### src/rtl/conv_seq_pkg.sv
package conv_seq_pkg;
  localparam int BYTE_W   = 8;
  localparam int MODE_W   = 2;
  localparam int CH_W     = 2;
  localparam int BIT_AOUT = 6;
  localparam int MODE_LO  = 4;
  localparam int BIT_AUTO = 2;
  localparam int SEL_LO   = 0;
  localparam logic [BYTE_W-1:0] RSV_MASK = 8'b1000_1000;

  typedef enum logic [2:0] {PH_IDLE, PH_ADDR, PH_CTRL, PH_DATA, PH_SKIP} phase_t;

  // highest channel number the input mode offers
  function automatic logic [CH_W-1:0] top_chan(input logic [MODE_W-1:0] mode);
    case (mode)
      2'd0:    top_chan = 2'd3;
      2'd3:    top_chan = 2'd1;
      default: top_chan = 2'd2;
    endcase
  endfunction

  function automatic logic [CH_W-1:0] clamp_chan(input logic [CH_W-1:0] sel,
                                                  input logic [MODE_W-1:0] mode);
    clamp_chan = (sel > top_chan(mode)) ? top_chan(mode) : sel;
  endfunction

  function automatic logic [CH_W-1:0] next_chan(input logic [CH_W-1:0] cur,
                                                 input logic [MODE_W-1:0] mode);
    next_chan = (cur >= top_chan(mode)) ? '0 : cur + 1'b1;
  endfunction
endpackage

### src/rtl/xfer_phase.sv
module xfer_phase
  import conv_seq_pkg::*;
#(
  parameter logic [3:0] FIXED_ID = 4'b1001,
  parameter int         STRAP_W  = 3
) (
  input  logic              clk,
  input  logic              rst_n,
  input  logic              start_i,
  input  logic              stop_i,
  input  logic              byte_vld_i,
  input  logic [BYTE_W-1:0] byte_i,
  input  logic [STRAP_W-1:0] strap_i,
  output logic              addr_match_o,
  output logic              dir_rd_o,
  output logic              ctrl_load_o,
  output logic              dac_vld_o,
  output logic [BYTE_W-1:0] dac_data_o
);
  localparam int ID_W = BYTE_W - 1;

  phase_t            phase_q;
  logic              match_q, rd_q, dac_vld_q;
  logic [BYTE_W-1:0] dac_data_q;
  logic              byte_ev, id_hit, dac_ev;

  assign byte_ev     = byte_vld_i && !start_i && !stop_i;
  assign id_hit      = (byte_i[BYTE_W-1:1] == {FIXED_ID, strap_i});
  assign ctrl_load_o = byte_ev && (phase_q == PH_CTRL);
  assign dac_ev      = byte_ev && (phase_q == PH_DATA);

  always_ff @(posedge clk or negedge rst_n) begin
    if (!rst_n) begin
      phase_q <= PH_IDLE;
      match_q <= 1'b0;
      rd_q    <= 1'b0;
    end else if (start_i) begin
      phase_q <= PH_ADDR;
      match_q <= 1'b0;
      rd_q    <= 1'b0;
    end else if (stop_i) begin
      phase_q <= PH_IDLE;
      match_q <= 1'b0;
    end else if (byte_ev) begin
      case (phase_q)
        PH_ADDR: begin
          match_q <= id_hit;
          rd_q    <= id_hit && byte_i[0];
          phase_q <= (id_hit && !byte_i[0]) ? PH_CTRL : PH_SKIP;
        end
        PH_CTRL: phase_q <= PH_DATA;
        default: phase_q <= phase_q;
      endcase
    end
  end

  always_ff @(posedge clk or negedge rst_n) begin
    if (!rst_n) begin
      dac_vld_q  <= 1'b0;
      dac_data_q <= '0;
    end else begin
      dac_vld_q <= dac_ev;
      if (dac_ev) dac_data_q <= byte_i;
    end
  end

  assign addr_match_o = match_q;
  assign dir_rd_o     = rd_q;
  assign dac_vld_o    = dac_vld_q;
  assign dac_data_o   = dac_data_q;

  p_load_after_match_r4: assert property (@(posedge clk) disable iff (!rst_n)
    ctrl_load_o |-> (match_q && !rd_q));
  p_start_clears_r3: assert property (@(posedge clk) disable iff (!rst_n)
    start_i |=> (!match_q && phase_q == PH_ADDR));
  p_dac_in_write_r9: assert property (@(posedge clk) disable iff (!rst_n)
    dac_vld_q |-> (match_q && !rd_q));
  p_stop_clears_r10: assert property (@(posedge clk) disable iff (!rst_n)
    (stop_i && !start_i) |=> !match_q);
endmodule

### src/rtl/ctrl_reg.sv
module ctrl_reg
  import conv_seq_pkg::*;
(
  input  logic              clk,
  input  logic              rst_n,
  input  logic              load_i,
  input  logic [BYTE_W-1:0] byte_i,
  output logic [BYTE_W-1:0] ctrl_o
);
  logic [BYTE_W-1:0] ctrl_q, ctrl_d;

  // reserved positions are forced low as the byte is taken in
  for (genvar i = 0; i < BYTE_W; i++) begin : g_bit
    if (RSV_MASK[i]) begin : g_rsv
      assign ctrl_d[i] = 1'b0;
    end else begin : g_use
      assign ctrl_d[i] = byte_i[i];
    end
  end

  always_ff @(posedge clk or negedge rst_n) begin
    if (!rst_n)      ctrl_q <= '0;
    else if (load_i) ctrl_q <= ctrl_d;
  end

  assign ctrl_o = ctrl_q;

  p_ctrl_hold_r9: assert property (@(posedge clk) disable iff (!rst_n)
    !load_i |=> $stable(ctrl_q));
endmodule

### src/rtl/chan_seq.sv
module chan_seq
  import conv_seq_pkg::*;
(
  input  logic              clk,
  input  logic              rst_n,
  input  logic              load_i,
  input  logic [CH_W-1:0]   sel_i,
  input  logic [MODE_W-1:0] load_mode_i,
  input  logic [MODE_W-1:0] mode_i,
  input  logic              auto_i,
  input  logic              conv_done_i,
  output logic [CH_W-1:0]   chan_o
);
  logic [CH_W-1:0] chan_q;
  logic            step;

  assign step = conv_done_i && auto_i;

  always_ff @(posedge clk or negedge rst_n) begin
    if (!rst_n)      chan_q <= '0;
    else if (load_i) chan_q <= clamp_chan(sel_i, load_mode_i);
    else if (step)   chan_q <= next_chan(chan_q, mode_i);
  end

  assign chan_o = chan_q;

  p_chan_range_r7: assert property (@(posedge clk) disable iff (!rst_n)
    chan_q <= top_chan(mode_i));
  p_wrap_r8: assert property (@(posedge clk) disable iff (!rst_n)
    (step && !load_i && chan_q == top_chan(mode_i)) |=> (chan_q == '0));
  p_hold_r8: assert property (@(posedge clk) disable iff (!rst_n)
    (!load_i && !step) |=> $stable(chan_q));
  p_load_wins_r12: assert property (@(posedge clk) disable iff (!rst_n)
    (load_i && conv_done_i) |=> (chan_q == clamp_chan($past(sel_i), $past(load_mode_i))));
endmodule

### src/rtl/conv_ctrl_seq.sv
module conv_ctrl_seq
  import conv_seq_pkg::*;
#(
  parameter logic [3:0] FIXED_ID = 4'b1001,
  parameter int         STRAP_W  = 3
) (
  input  logic               clk,
  input  logic               rst_n,
  input  logic               start_i,
  input  logic               stop_i,
  input  logic               byte_vld_i,
  input  logic [7:0]         byte_i,
  input  logic               conv_done_i,
  input  logic [STRAP_W-1:0] strap_i,
  output logic               addr_match_o,
  output logic               dir_rd_o,
  output logic [7:0]         ctrl_o,
  output logic [1:0]         in_mode_o,
  output logic [1:0]         chan_o,
  output logic               auto_inc_o,
  output logic               aout_en_o,
  output logic               osc_en_o,
  output logic               aout_hiz_o,
  output logic               dac_vld_o,
  output logic [7:0]         dac_data_o
);
  logic              ctrl_load;
  logic [BYTE_W-1:0] ctrl_q;

  xfer_phase #(.FIXED_ID(FIXED_ID), .STRAP_W(STRAP_W)) u_phase (
    .clk(clk), .rst_n(rst_n), .start_i(start_i), .stop_i(stop_i),
    .byte_vld_i(byte_vld_i), .byte_i(byte_i), .strap_i(strap_i),
    .addr_match_o(addr_match_o), .dir_rd_o(dir_rd_o),
    .ctrl_load_o(ctrl_load), .dac_vld_o(dac_vld_o), .dac_data_o(dac_data_o)
  );

  ctrl_reg u_ctrl (
    .clk(clk), .rst_n(rst_n), .load_i(ctrl_load), .byte_i(byte_i), .ctrl_o(ctrl_q)
  );

  chan_seq u_chan (
    .clk(clk), .rst_n(rst_n), .load_i(ctrl_load),
    .sel_i(byte_i[SEL_LO +: CH_W]), .load_mode_i(byte_i[MODE_LO +: MODE_W]),
    .mode_i(ctrl_q[MODE_LO +: MODE_W]), .auto_i(ctrl_q[BIT_AUTO]),
    .conv_done_i(conv_done_i), .chan_o(chan_o)
  );

  assign ctrl_o     = ctrl_q;
  assign in_mode_o  = ctrl_q[MODE_LO +: MODE_W];
  assign auto_inc_o = ctrl_q[BIT_AUTO];
  assign aout_en_o  = ctrl_q[BIT_AOUT];
  assign osc_en_o   = ctrl_q[BIT_AOUT];
  assign aout_hiz_o = !ctrl_q[BIT_AOUT];

  p_aout_from_load_r5: assert property (@(posedge clk) disable iff (!rst_n)
    ctrl_load |=> (aout_en_o == $past(byte_i[BIT_AOUT])));
  p_osc_with_aout_r5: assert property (@(posedge clk) disable iff (!rst_n)
    aout_en_o |-> (osc_en_o && !aout_hiz_o));
endmodule

### config.mk
export PLATFORM = sky130hd
export DESIGN_NAME = conv_ctrl_seq
export DESIGN_NICKNAME = d
export VERILOG_FILES = /design/src/rtl/conv_seq_pkg.sv /design/src/rtl/xfer_phase.sv /design/src/rtl/ctrl_reg.sv /design/src/rtl/chan_seq.sv /design/src/rtl/conv_ctrl_seq.sv
export SDC_FILE = /design/constraint.sdc
export NUM_CORES = 1
export LEC_CHECK = 0
export BUFFER_PORTS_ARGS = -buffer_cell sky130_fd_sc_hd__buf_2
export CAP_MARGIN = 15
export CORE_ASPECT_RATIO = 0.7
export CORE_MARGIN = 5
export CORE_UTILIZATION = 25
export CTS_CLUSTER_DIAMETER = 60
export DETAILED_ROUTE_END_ITERATION = 12
export PLACE_DENSITY = 0.47
export SLEW_MARGIN = 40
export SYNTH_ARGS = -nofsm -noshare
export SYNTH_HDL_FRONTEND = slang
export SYNTH_SLANG_ARGS = --single-unit
### constraint.sdc
create_clock -name clk -period 1.8 [get_ports clk]
set_clock_uncertainty 0.05 [all_clocks]
set_input_delay 0.27 -clock clk [delete_from_list [all_inputs] [get_ports clk]]
set_output_delay 0.27 -clock clk [all_outputs]
set_load 0.02 [all_outputs]
==> results of run 1 <==
## layer usage
metal	GRT usage	part of all wire	vias up
met5	0	0	-
met3	0.0445	0.10	2
met1	0.130	0.54	398
met2	0.126	0.35	38
li1	-	-	418
met4	0.0111	0.0030	0
## cells in the final DEF, fill, tap and decap left out, types with 2 or more instances in the layout
cell type / synthesis / final
nor3_1: 2 / 2
conb_1: 1 / 2
nand2b_1: 2 / 2
ha_1: 7 / 7
dfrtp_1: 22 / 22
clkbuf_8: 0 / 3
nor2_1: 4 / 4
a22oi_1: 2 / 2
mux2i_1: 4 / 4
xor2_1: 4 / 4
nand2_1: 4 / 4
inv_1: 9 / 9
mux2_2: 12 / 12
o21ai_0: 4 / 3
buf_2: 0 / 41
## per-stage QoR
| stage | cell area [um^2] | hold WS (ps) |
|---|---|---|
| 5_1_grt | 1490 | 192 |
| 6_report | 1490 | 196 |
| 3_3_place_gp | 1410 | 213 |
| 4_1_cts | 1490 | 190 |
| 2_1_floorplan | 1180 | -75.6 |
| 3_5_place_dp | 1410 | 230 |
## state kept, by name, summed over array words and instances, names as in the netlist
register	flops
u_phase.dac_vld_o	1
u_ctrl.ctrl_o	6
u_phase.dir_rd_o	1
u_chan.chan_o	2
u_phase.addr_match_o	1
u_phase.phase_q	3
u_phase.dac_data_o	8
## area by class of cell
cell class	count	area (um^2)	share of cell area
repair buffers	43	223	0.150
well taps	55	68.8	0.0463
clock inverters	1	30.0	0.0202
inverters	9	33.8	0.0227
clock buffers	3	41.3	0.0278
multi-input cells	63	541	0.363
flip-flops and latches	22	551	0.370
## worst min path at each step
stage / slack (ps) / cells past startpoint / endpoint / start
3_5_place_dp: 230 / 1 / u_phase.dac_data_o[7] / rst_n
3_3_place_gp: 210 / 1 / u_ctrl.ctrl_o[5] / rst_n
5_1_grt: 190 / 2 / u_phase.dac_data_o[7] / byte_i[7]
6_report: 200 / 2 / u_phase.dac_data_o[7] / byte_i[7]
2_1_floorplan: -80 / 0 / u_chan.chan_o[0] / rst_n
4_1_cts: 190 / 2 / u_phase.dac_data_o[7] / byte_i[7]
## cell families after synthesis
family / Yosys count / share of synthesized area
multiplexers: 16 / 0.149
XOR/XNOR: 4 / 0.0298
other: 1 / 0.00319
adder cells (fa/ha/maj): 7 / 0.0744
flip-flops: 22 / 0.468
AO/OA/AOI/OAI: 11 / 0.0595
buffers and inverters: 17 / 0.0765
AND/OR/NAND/NOR: 23 / 0.140
## report_power, final
| part | internal [mW] | switching [mW] |
|---|---|---|
| combinational | 0.0389 | 0.0524 |
| sequential | 0.497 | 0.00479 |
| clock | 0.297 | 0.172 |
| total | 0.833 | 0.230 |
## timing repair
action / 4_1_cts / 5_1_grt
setup endpoints to repair: 0 / 1
hold endpoints to repair: 22 / 0
resized for setup: 0 / 1
hold buffers: 1 / 0
## critical path, stage by stage (launching register included)
cell and delay [ps]:
dfrtp_1 410, ha_1 280, inv_1 40, ha_1 260, o21ai_1 220, nand4b_1 130
a31oi_1 170
==> flow_summary.toml, run 1 <==
[run_status]
status = "finished clean"

[final_layout]
final_layout_size_suffix_gt1_frac = 0.440
n_antenna_cell = 0
nets = 166
syn2layout_area_growth_pct = 26.4
nFillCells = 472
post-route-util = 0.334
final_cells = 196

[sta]
hold_viol = 0
setup_viol = 0
tightest_slew_ps = 527
relSlewSlack = 0.648
fin_ws_ps = 166
fin_setup_tns_ps = 0
min_period_over_period = 0.908
fmax_mhz = 612
rsz0062_at_grt = "no"
slew_violations = 0
period_minus_slack_ps = 1630

[detailed_routing]
drt-initial-drc-count = 34
drc_errors = 0
finalWirelength_um = 2690
wl_per_cell_um = 13.7
via_count = 856
ant_nets = 0
viasPerCell = 4.37
detail_route.first_pass.iterations = 4

[floorplanning]
die_h_um = 67.4
row_count = 20
dieArea_mm2 = 0.00620
die_x_um = 92.0
initial_core_util = 0.264
ios = 44
core_mm2 = 0.00445

[place]
dpl.hpwl_um = 2080
io_buffers = 41
dp.cells = 191
place.gp.congestion = 0.695
dp_slack_ps = 77.5

[setup_path]
cp-end-kind = "register"
rr_startpoint = "u_ctrl.ctrl_o[4]"
crit_required_ps = 1950
worstSetupPathType = "reg -> reg"
crit_arrival_ps = 1780
path_max_fanout = 4
ff2ff_path_depth = 6
ff2ff_setup_slack_ps = 170
crit_start = "u_ctrl.ctrl_o[4]"
rr_endpoint = "u_chan.chan_o[1]"
worstSetupStartpointType = "register"
endpoint = "u_chan.chan_o[1]"

[synth]
synth.area.top_cells = "dfrtp_1 (47%), mux2_2 (11%), ha_1 (7.4%), buf_4 (4.5%), mux2i_1 (3.4%)"
ys_seq_area_frac = 0.468
yosys_warnings = 0
synthCells = 101
synth_edf_count = 0
ys_seq_elements = 22
synthArstFlopShare = 1.00
synth_top_area_frac = 0.468
synth_area_leader_cell = "dfrtp_1"
syn_area_mm2 = 0.00118
yosysMostFrequentCell = "dfrtp_1"
synth_ff_type = "dfrtp_1"
synth.cells.most_frequent = "dfrtp_1 (22), mux2_2 (12), inv_1 (9)"
avgSynthCellArea_um2 = 11.7
synth.distinct_cells = 31

[grt]
grt_pass1_wl_um = 4340
antenna_found_initial = 0
gr-total-overflow = 0
grt_max_degree = 23
grt_usage = 0.0910
grt_pass1_vias = 913

[pwr]
power.leakage_nw = 0.824
ir_worst_vdd_uv = 300
power.density_mw_per_mm2 = 714
finalPower_mw = 1.06

[clock_network]
cts_buffers = 3
path_clk_slew_ps = 90
cts_tree = "done"
insertion_delay_ps = 270
postCtsSetupBuffers = 0
clockBufferDepth = 2
ctsHtreeMaxLevel = 1
cts_root_buffer = "clkbuf_8"
cts_sinks = 22

[min_path]
min_path_type = "in -> reg"

[run]
max_cap_viol_count = 0
(Power assumes the default switching activity.)
==> inputs of run 2 (changes only) <==
PLACE_DENSITY = 0.55   (was 0.47)
SETUP_SLACK_MARGIN = 0.2   (was not set)
clock period = 2 ns   (was 1.8 ns; I/O delays follow)
==> flow_summary.toml, run 2 (synthesis results as in run 1) <==
[sta]
setup_viol = 0
slew_violations = 0
period_minus_slack_ps = 1670
fmax_mhz = 598
rsz0062_at_grt = "no"
fin_ws_ps = 327
min_period_over_period = 0.837
tightest_slew_ps = 505
hold_viol = 0
fin_setup_tns_ps = 0
relSlewSlack = 0.660

[floorplanning]
initial_core_util = 0.264
ios = 44
dieArea_mm2 = 0.00620
core_mm2 = 0.00445
die_h_um = 67.4
die_x_um = 92.0
row_count = 20

[clock_network]
ctsHtreeMaxLevel = 1
insertion_delay_ps = 260
postCtsSetupBuffers = 0
cts_buffers = 3
cts_tree = "done"
clockBufferDepth = 2
cts_root_buffer = "clkbuf_8"
path_clk_slew_ps = 80
cts_sinks = 22

[final_layout]
final_cell_mix = "buf_2 (41), dfrtp_1 (22), mux2_2 (12), inv_1 (9), ha_1 (7)"
post-route-util = 0.326
syn2layout_area_growth_pct = 23.2
nets = 165
final_layout_size_suffix_gt1_frac = 0.432
largest_register_ffs = 8
n_antenna_cell = 0
final_common_cell = "buf_2"

[setup_path]
cp-end-kind = "register"
path_max_fanout = 4
crit_top_cell = "ha_1"
worstSetupStartpointType = "register"
crit_path_max_incr_delay_ps = 410
crit_required_ps = 2140
path_cells = "ha_1, inv_1, ha_1, o21ai_1, nand4b_1, a31oi_1"
crit_arrival_ps = 1810
crit_slowest_cell = "dfrtp_1"
worstSetupPathType = "reg -> reg"

[pwr]
ir_worst_vdd_uv = 289
power.density_mw_per_mm2 = 555
power.leakage_nw = 0.805
finalPower_mw = 0.804

[run]
max_cap_viol_count = 0

[place]
place.gp.congestion = 0.707
io_buffers = 41
dpl.hpwl_um = 2150
dp_slack_ps = 233

[run_status]
status = "finished clean"

[grt]
antenna_found_initial = 0
gr-total-overflow = 0
grt_usage = 0.0924
grt_pass1_vias = 935
grt_pass1_wl_um = 4380
grt_max_degree = 23

[detailed_routing]
ant_nets = 0
viasPerCell = 4.41
drc_errors = 0
finalWirelength_um = 2650
detail_route.first_pass.iterations = 4
wl_per_cell_um = 13.6
via_count = 855
drt-initial-drc-count = 26

[min_path]
min_path_type = "in -> reg"
## run 2: changes by cell type in the layout (fill, tap and decap cells not counted), sizes merged
cell	before	now
buf	42	41
bufinv	1	0
## run 2: repair_timing
item,CTS,global route
gates resized for setup,0,1
endpoints found under the hold margin,22,0
setup endpoints to repair,0,2
hold buffers,1,0
## run 2: metrics by stage
| stage | hold WS, ps | instances | instance area [um^2] |
|---|---|---|---|
| after floorplan | -45.6 | 102 | 1180 |
| after global placement | 243 | 190 | 1400 |
| after detailed placement | 255 | 190 | 1400 |
| after CTS | 222 | 194 | 1450 |
| after global routing | 234 | 194 | 1450 |
| final | 233 | 194 | 1450 |
## run 2: worst paths after layout
check,start,to,slack (ps),cells past startpoint
max,u_ctrl.ctrl_o[5],u_chan.chan_o[1],330,6
min,start_i,u_phase.dir_rd_o,230,2
max reg2reg,u_ctrl.ctrl_o[5],u_chan.chan_o[1],330,6
min reg2reg,u_phase.dac_data_o[0],u_phase.dac_data_o[0],440,2
max in group asynchronous,rst_n,u_ctrl.ctrl_o[4],1080,2
min in group asynchronous,rst_n,u_phase.dac_data_o[7],480,2
## run 2: area by class of cell
| type | count | area [um^2] |
|---|---|---|
| fill | 465 | 3000 |
| sequential | 22 | 551 |
| multi-input combinational | 63 | 541 |
| timing repair buffer | 42 | 215 |
| tap | 55 | 68.8 |
| clock buffer | 3 | 41.3 |
| inverter | 9 | 33.8 |
## run 2: per-layer routing
| metal | global-route usage | up-vias | part of all wire |
|---|---|---|---|
| met4 | 0.0370 | 0 | 0.015 |
| li1 | - | 424 | - |
| met3 | 0.0412 | 5 | 0.077 |
| met2 | 0.154 | 32 | 0.46 |
| met1 | 0.106 | 394 | 0.45 |
| met5 | 0 | - | 0 |
## run 2: critical path: cells and delay by family, from the launching register on
family	cells	cell delay (ps)
simple gates	1	140
fa+ha+maj	2	560
flops	1	410
buf+inv	1	40
compound gates	2	410
## run 2: power by group
part | switching, mW | total (mW) | leakage [nW] | internal (mW)
Sequential | 0.00430 | 0.452 | 0.299 | 0.447
Clock | 0.136 | 0.271 | 0.0216 | 0.134
Combinational | 0.0471 | 0.0816 | 0.484 | 0.0346
Total | 0.188 | 0.804 | 0.805 | 0.616
==> inputs of run 3 (changes only) <==
PLACE_DENSITY = 0.57   (was 0.55)
clock period = 1.4 ns   (was 2 ns; I/O delays follow)
==> flow_summary.toml, run 3 (synthesis results as in run 1) <==
[run_status]
status = "finished, violations left"
violations = "setup timing"

[detailed_routing]
wl_per_cell_um = 14.9
detail_route.first_pass.iterations = 6
viasPerCell = 4.44
via_count = 990
finalWirelength_um = 3330
drt-initial-drc-count = 18
drc_errors = 0
ant_nets = 0

[clock_network]
clockBufferDepth = 2
cts_buffers = 3
insertion_delay_ps = 260
cts_root_buffer = "clkbuf_8"
cts_sinks = 22
ctsHtreeMaxLevel = 1
cts_tree = "done"
path_clk_slew_ps = 80

[sta]
setup_viol = 15
min_period_over_period = 1.05
fmax_mhz = 678
hold_viol = 0
rsz0062_at_grt = "yes"
relSlewSlack = 0.644
tightest_slew_ps = 534
period_minus_slack_ps = 1470
fin_ws_ps = -74.4
slew_violations = 0

[setup_path]
crit_arrival_ps = 1610
crit_path_max_incr_delay_ps = 430
critPathTopFamily = "adder cells"
crit_top_cell = "ha_4"
crit_slowest_cell = "dfrtp_2"
crit_required_ps = 1540
path_cells = "ha_4, inv_2, ha_4, o21ai_4, nand4b_1, a31oi_1"
path_buf_inv = 1
cp-end-kind = "register"
worstSetupStartpointType = "register"
worstSetupPathType = "reg -> reg"
ff2ff_setup_slack_ps = -70
path_max_fanout = 3

[floorplanning]
die_x_um = 92.0
core_mm2 = 0.00445
ios = 44
row_count = 20
dieArea_mm2 = 0.00620
initial_core_util = 0.264
die_h_um = 67.4

[pwr]
ir_worst_vdd_uv = 362
p_comb_frac = 0.142
p_int_mw = 0.928
p_seq_frac = 0.528
finalPower_mw = 1.23
power.leakage_nw = 1.03
power.density_mw_per_mm2 = 653
pwr-share-clk = 0.330
switchingPower_mw = 0.300
swShare = 0.244

[place]
dp_slack_ps = -223
io_buffers = 41
place.gp.congestion = 0.757
dpl.hpwl_um = 2340

[final_layout]
largest_register_ffs = 8
multi_input_area_um2 = 704
nets = 193
syn2layout_area_growth_pct = 59.7
nFillCells = 444
regArea_um2 = 554
post-route-util = 0.422
final_common_cell = "buf_2"
n_antenna_cell = 0
final_layout_size_suffix_gt1_frac = 0.619
final_cell_mix = "buf_2 (35), buf_4 (19), dfrtp_1 (19), buf_6 (13), mux2_2 (11)"

[min_path]
min_path_type = "in -> reg"

[grt]
grt_max_degree = 23
grt_pass1_vias = 1064
antenna_found_initial = 0
grt_pass1_wl_um = 5250
grt_usage = 0.110
gr-total-overflow = 0

[run]
max_cap_viol_count = 0
-- run 3: cell count changes in the layout (fill, tap and decap cells not counted), moves of 3 or more --
| cell | change |
|---|---|
| dfrtp_2 | +3 |
| o21ai_0 | -3 |
| buf_6 | +13 |
| buf_4 | +19 |
| dfrtp_1 | -3 |
| buf_2 | -6 |
-- run 3: layout make-up --
type | count | area share
repair buffers | 68 | 0.252
inverters | 9 | 0.0180
well taps | 55 | 0.0366
clock buffers | 4 | 0.0240
flip-flops and latches | 22 | 0.295
multi-input cells | 65 | 0.375
-- run 3: final timing paths --
| kind | endpoint | startpoint | cells past startpoint |
|---|---|---|---|
| worst max-delay path | u_chan.chan_o[1] | u_ctrl.ctrl_o[5] | 6 |
| worst min-delay path | u_phase.dac_data_o[3] | byte_i[3] | 2 |
| worst max register to register | u_chan.chan_o[1] | u_ctrl.ctrl_o[5] | 6 |
| worst min register to register | u_ctrl.ctrl_o[0] | u_ctrl.ctrl_o[0] | 2 |
| max in group asynchronous | u_phase.phase_q[1] | rst_n | 2 |
| min in group asynchronous | u_ctrl.ctrl_o[2] | rst_n | 2 |
-- run 3: power by group through the flow --
stage	Clock, mW	Combinational [mW]	Sequential [mW]
after floorplan	0	0.0664	0.659
after global placement	0	0.141	0.658
after detailed placement	0	0.145	0.659
after CTS	0.432	0.164	0.648
after global routing	0.456	0.191	0.649
final	0.405	0.175	0.648
-- run 3: routing by layer --
layer / share of wire / up-vias / global-route usage
li1: - / 483 / -
met1: 0.45 / 469 / 0.135
met2: 0.48 / 38 / 0.191
met3: 0.065 / 0 / 0.0356
met4: 0 / 0 / 0.0296
met5: 0 / - / 0
-- run 3: metrics by stage --
stage	setup TNS [ps]	hold WS (ps)	cell area (um^2)	cells
after global routing	-1600	154	1880	223
after global placement	-1630	147	1560	206
after detailed placement	-1880	165	1560	206
after floorplan	-655	-136	1220	102
after CTS	-947	145	1790	218
final	-550	154	1880	223
-- run 3: worst reg2reg max path, stage by stage, from the launching register on --
cell,delay (ps)
dfrtp_2,430
ha_4,270
inv_2,40
ha_4,210
o21ai_4,160
nand4b_1,110
a31oi_1,140
-- run 3: timing repair --
action	CTS	global route
endpoints found under the hold margin	22	0
resized for setup	24	12
endpoints found under the setup margin	25	28
hold buffers	1	0
pin swaps	10	7
cloned	2	0
buffers inserted	5	5
